<file path="config.mk">
export PLATFORM = sky130hd
export DESIGN_NAME = trig_word_matcher
export DESIGN_NICKNAME = d
export VERILOG_FILES = /design/src/rtl/tmw_pkg.sv /design/src/rtl/tmw_word_latch.sv /design/src/rtl/tmw_bit_cell.sv /design/src/rtl/tmw_qualifier.sv /design/src/rtl/trig_word_matcher.sv
export SDC_FILE = /design/constraint.sdc
export NUM_CORES = 1
export LEC_CHECK = 0
export BUFFER_PORTS_ARGS = -buffer_cell sky130_fd_sc_hd__buf_2
export CORE_AREA = 2 2 39 41
export CTS_CLUSTER_DIAMETER = 100
export DETAILED_ROUTE_END_ITERATION = 12
export DIE_AREA = 0 0 41 43
export GPL_ROUTABILITY_DRIVEN = 0
export PLACE_DENSITY = 0.73
export SETUP_SLACK_MARGIN = 0.15
export SLEW_MARGIN = 20
export SYNTH_ARGS = -nofsm -noshare
export SYNTH_HDL_FRONTEND = slang
export SYNTH_SLANG_ARGS = --single-unit
</file>
<file path="constraint.sdc">
create_clock -name clk -period 3.2 [get_ports clk]
set_clock_uncertainty 0.2 [all_clocks]
set_input_delay 0.48 -clock clk [delete_from_list [all_inputs] [get_ports clk]]
set_output_delay 0.48 -clock clk [all_outputs]
set_load 0.01 [all_outputs]
</file>
<file path="src/rtl/tmw_pkg.sv">
package tmw_pkg;

  typedef enum logic [1:0] {
    BIT_EXACT = 2'd0,
    BIT_ANY   = 2'd1,
    BIT_NEVER = 2'd2
  } bit_mode_e;

  function automatic bit_mode_e mode_of(input logic mask_bit, input logic ref_bit);
    if (!mask_bit)    return BIT_EXACT;
    else if (ref_bit) return BIT_ANY;
    else              return BIT_NEVER;
  endfunction

endpackage

</file>
<file path="src/rtl/tmw_word_latch.sv">
module tmw_word_latch #(
  parameter int W = 8
) (
  input  logic         clk,
  input  logic         rst_n,
  input  logic         word_ld,
  input  logic [W-1:0] cfg_bus,
  output logic [W-1:0] ref_word
);

  logic         ld_q;
  logic         ld_d;
  logic         ld_rise;
  logic [W-1:0] ref_d;

  always_comb begin
    ld_rise = word_ld & ~ld_q;
    ld_d    = word_ld;
    ref_d   = ld_rise ? cfg_bus : ref_word;
  end

  always_ff @(posedge clk or negedge rst_n) begin
    if (!rst_n) ld_q <= 1'b0;
    else        ld_q <= ld_d;
  end

  // Reference word deliberately has no reset (kept across master reset).
  always_ff @(posedge clk) begin
    if (ld_rise) ref_word <= ref_d;
  end


  word_capture_chk: assert property (@(posedge clk) disable iff (!rst_n)
    ld_rise |=> (ref_word == $past(cfg_bus)));


  no_reload_chk: assert property (@(posedge clk) disable iff (!rst_n)
    ($past(word_ld) && word_ld) |-> !ld_rise);

endmodule

</file>
<file path="src/rtl/tmw_bit_cell.sv">
module tmw_bit_cell
  import tmw_pkg::*;
(
  input  logic mask_bit,
  input  logic ref_bit,
  input  logic data_bit,
  output logic bit_ok
);

  bit_mode_e mode;

  always_comb begin
    mode = mode_of(mask_bit, ref_bit);
    unique case (mode)
      BIT_EXACT: bit_ok = (data_bit == ref_bit);
      BIT_ANY:   bit_ok = 1'b1;
      default:   bit_ok = 1'b0;
    endcase
  end

endmodule

</file>
<file path="src/rtl/tmw_qualifier.sv">
module tmw_qualifier (
  input  logic clk,
  input  logic rst_n,
  input  logic smp_en,
  input  logic arm,
  input  logic dual_qual,
  input  logic hit,
  output logic trig_flag
);

  logic hist_q, hist_d;
  logic flag_q, flag_d;
  logic armed_hit;
  logic fire;

  always_comb begin
    armed_hit = smp_en & arm & hit;
    fire      = armed_hit & (~dual_qual | hist_q);
    hist_d    = smp_en ? (arm & hit) : hist_q;
    flag_d    = flag_q | fire;
  end

  always_ff @(posedge clk or negedge rst_n) begin
    if (!rst_n) begin
      hist_q <= 1'b0;
      flag_q <= 1'b0;
    end else begin
      hist_q <= hist_d;
      flag_q <= flag_d;
    end
  end

  assign trig_flag = flag_q;


  flag_sticky_chk: assert property (@(posedge clk) disable iff (!rst_n)
    trig_flag |=> trig_flag);


  arm_gate_chk: assert property (@(posedge clk) disable iff (!rst_n)
    $rose(trig_flag) |-> $past(smp_en && arm && hit));


  dual_pair_chk: assert property (@(posedge clk) disable iff (!rst_n)
    ($rose(trig_flag) && $past(dual_qual)) |-> $past(hist_q));

endmodule

</file>
<file path="src/rtl/trig_word_matcher.sv">
module trig_word_matcher #(
  parameter int DATA_W = 8
) (
  input  logic              clk,
  input  logic              rst_n,
  input  logic              smp_en,
  input  logic [DATA_W-1:0] smp_data,
  input  logic [DATA_W-1:0] cfg_bus,
  input  logic              word_ld,
  input  logic              dual_qual,
  input  logic              arm,
  output logic              trig_flag
);

  localparam logic [DATA_W-1:0] ALL_SET = {DATA_W{1'b1}};

  logic [DATA_W-1:0] ref_word;
  logic [DATA_W-1:0] bit_ok;
  logic              hit;

  tmw_word_latch #(.W(DATA_W)) i_latch (
    .clk      (clk),
    .rst_n    (rst_n),
    .word_ld  (word_ld),
    .cfg_bus  (cfg_bus),
    .ref_word (ref_word)
  );

  for (genvar g = 0; g < DATA_W; g++) begin : g_cell
    tmw_bit_cell i_cell (
      .mask_bit (cfg_bus[g]),
      .ref_bit  (ref_word[g]),
      .data_bit (smp_data[g]),
      .bit_ok   (bit_ok[g])
    );
  end

  assign hit = &bit_ok;

  tmw_qualifier i_qual (
    .clk       (clk),
    .rst_n     (rst_n),
    .smp_en    (smp_en),
    .arm       (arm),
    .dual_qual (dual_qual),
    .hit       (hit),
    .trig_flag (trig_flag)
  );


  never_block_chk: assert property (@(posedge clk) disable iff (!rst_n)
    (|(cfg_bus & ~ref_word)) |-> !hit);


  all_any_chk: assert property (@(posedge clk) disable iff (!rst_n)
    ((cfg_bus & ref_word) == ALL_SET) |-> hit);

endmodule

</file>
==> impl_metrics.env <==
export IMPL_clockRootBuffer="clkbuf_4"
export IMPL_design_die_area_mm2=0.00176
export IMPL_worstSetupPathType="reg2reg"
export IMPL_multi_input_area_um2=141
export IMPL_io_pins=23
export IMPL_cts_sinks=11
export IMPL_cts_resized=0
export IMPL_initial_core_util_pct=33.5
export IMPL_die_w_um=41
export IMPL_worst_slew_pin_slew_ps=690
export IMPL_grt_max_degree=9
export IMPL_critPathLaunchType="flop"
export IMPL_portBuffers=22
export IMPL_setup_viol=0
export IMPL_ys_ff_latch=11
export IMPL_row_count=14
export IMPL_syn_area_um2=464
export IMPL_worstPathArrival_ps=1740
export IMPL_p_comb_share_pct=10.0
export IMPL_switchingPower_uw=59.3
export IMPL_clk_insertion_delay_late_ps=260
export IMPL_cp_data_required_time_ps=3170
export IMPL_intPower_uw=223
export IMPL_ys_warn_count=0
export IMPL_yosys_top_cells_area="edfxtp_1 (52%), dfrtp_1 (16%), nor2_1 (6.5%)"
export IMPL_yosysTopAreaCellShare_pct=51.8
export IMPL_ctsLongestPathBuffers=2
export IMPL_path_delay_family="compound AO/OA/AOI/OAI gates"
export IMPL_synth_cell_type_count=16
export IMPL_drive_gt1_share_pct=39.1
export IMPL_grt_setup_unrepaired="no"
export IMPL_synthTopCellsByCount="edfxtp_1 (8), nor2_1 (8), dfrtp_1 (3)"
export IMPL_clkPwrFrac_pct=33.0
export IMPL_yosysSeqAreaShare_pct=67.9
export IMPL_core_mm2=0.00138
export IMPL_syn_inst=37
export IMPL_final_cells=80
export IMPL_power_density_mw_per_mm2=448
export IMPL_tns_ps=0
export IMPL_grt_overflow_total=0
export IMPL_synth_edff_count=8
export IMPL_syn_mean_instance_area_um2=12.5
export IMPL_swShare_pct=21.0
export IMPL_synth_area_leader_cell="edfxtp_1"
export IMPL_min_period_ps=1770
export IMPL_fillers=136
export IMPL_die_h_um=43
export IMPL_pwr_share_seq_pct=57.0
export IMPL_status="finished clean"
export IMPL_slowest_delay_ps=390
export IMPL_grt_pass1_vias=349
export IMPL_vias_per_cell=4.48
export IMPL_drv_cap=0
export IMPL_relSlewSlack_pct=53.9
export IMPL_grt_pass1_wl_um=1320
export IMPL_syn_nets=59
export IMPL_critPathCaptureType="flop"
export IMPL_ys_async_sr_fraction_pct=27.3
export IMPL_regArea_um2=315
export IMPL_drc_errors=0
export IMPL_ys_dominant_reg_cell="edfxtp_1"
export IMPL_grtUsageTotal_pct=11.4
export IMPL_crit_fanout=2
export IMPL_cp_cell_sequence="or3_1 -> a222oi_1 -> nand4_1 -> o31ai_1"
export IMPL_dp_cells=75
export IMPL_peakVddDrop_mv=0.231
export IMPL_worst_path_buf_inv=0
export IMPL_via_count=358
export IMPL_ant_nets=0
export IMPL_fmax_mhz=566
export IMPL_nets=87
export IMPL_clkTransAtPathRegs_ps=70
export IMPL_syn2layout_area_growth_pct=35.8
export IMPL_hold_viol=0
export IMPL_wl_um=772
export IMPL_drt_iter0_drc=4
export IMPL_final_max_slew_viol_count=0
export IMPL_hold_class="in2reg"
export IMPL_htreeDepth=1
export IMPL_dr_pass1_iters=4
export IMPL_period_share_pct=55.2
export IMPL_p_leak_uw=0.000270
export IMPL_critPathSlowestCell="edfxtp_1"
export IMPL_cts_made_buffers=3
export IMPL_antenna_found_initial=0
export IMPL_num_antenna_cells=0
export IMPL_wire_per_inst_um=9.65
export IMPL_tritoncts="done"
## placed cells by master, fill, tap and decap left out
| cell type | instances |
|---|---|
| buf_2 | 22 |
| clkbuf_4 | 3 |
| o21ai_0 | 1 |
| o31ai_1 | 1 |
| dfrtp_1 | 3 |
| edfxtp_1 | 8 |
| a222oi_1 | 1 |
| clkbuf_1 | 1 |
| nor2b_1 | 2 |
| o22ai_1 | 2 |
| inv_1 | 2 |
| dlygate4sd3_1 | 1 |
| a21oi_1 | 1 |
| nand4_1 | 1 |
| or4_1 | 1 |
| or3_1 | 1 |
| xor2_1 | 2 |
| xnor2_1 | 2 |
| nor2_1 | 8 |
| nand2_1 | 1 |
## cell families after synthesis
kind of cell | Yosys count | synth area share (%)
XOR/XNOR | 4 | 7.55
buffers and inverters | 2 | 1.62
flip-flops | 11 | 67.9
AO/OA/AOI/OAI | 6 | 8.62
AND/OR/NAND/NOR | 14 | 14.3
## final cells by class
class                   instances  area share, %
inverters                       2           1.19
clock buffers                   4           4.17
repair buffers                 23           19.0
well taps                      16           3.17
flip-flops and latches         11           50.0
multi-input cells              24           22.4
## metrics by stage
step | hold slack, ps | total power [uW] | util, % | setup slack [ps] | instance area, um^2
2_1_floorplan | -15.6 | 175 | - | 1440 | 464
3_5_place_dp | 79.2 | 192 | 42.9 | 1260 | 594
5_1_grt | 115 | 297 | 45.6 | 1260 | 631
4_1_cts | 128 | 284 | 45.6 | 1410 | 631
3_3_place_gp | 77.2 | 191 | 42.9 | 1290 | 594
6_report | 130 | 283 | 45.6 | 1430 | 631
## repair_timing
action	CTS	global route
setup buffers	0	0
setup endpoints to repair	0	0
hold endpoints to repair	3	0
hold buffers	1	0
## state kept, by name, summed over array words and instances, names as in the netlist
| name | cells |
|---|---|
| i_latch.ref_word | 8 |
| i_qual.trig_flag | 1 |
| i_latch.ld_q | 1 |
| i_qual.hist_q | 1 |
## final timing paths
| kind | slack [ps] | depth (start not counted) | to | start |
|---|---|---|---|---|
| min | 130 | 1 | i_latch.ld_q | word_ld |
| max in group asynchronous | 2370 | 2 | i_qual.trig_flag | rst_n |
| min reg2reg | 270 | 2 | i_qual.trig_flag | i_qual.trig_flag |
| max | 1430 | 4 | i_qual.trig_flag | i_latch.ref_word[5] |
| min in group asynchronous | 330 | 2 | i_qual.hist_q | rst_n |
| max reg2reg | 1430 | 4 | i_qual.trig_flag | i_latch.ref_word[5] |
## routing by layer
| metal | vias to the layer above | share of wire, % | GRT usage [%] | routed length [um] |
|---|---|---|---|---|
| met3 | 0 | 8.0 | 4.71 | 62 |
| met4 | 0 | 0 | 6.00 | 0 |
| met1 | 154 | 48 | 15.8 | 374 |
| met5 | - | 0 | 0 | 0 |
| li1 | 189 | - | - | - |
| met2 | 15 | 43 | 14.7 | 335 |
## power groups by stage
stage	combinational, uW	clock [uW]	sequential (uW)
after global placement	27.3	0	164
after floorplan	11.3	0	164
after detailed placement	27.8	0	164
after global routing	33.0	102	162
after CTS	28.8	94.5	161
final	28.3	93.2	161
Note: power is estimated with default switching activity, not from simulation.
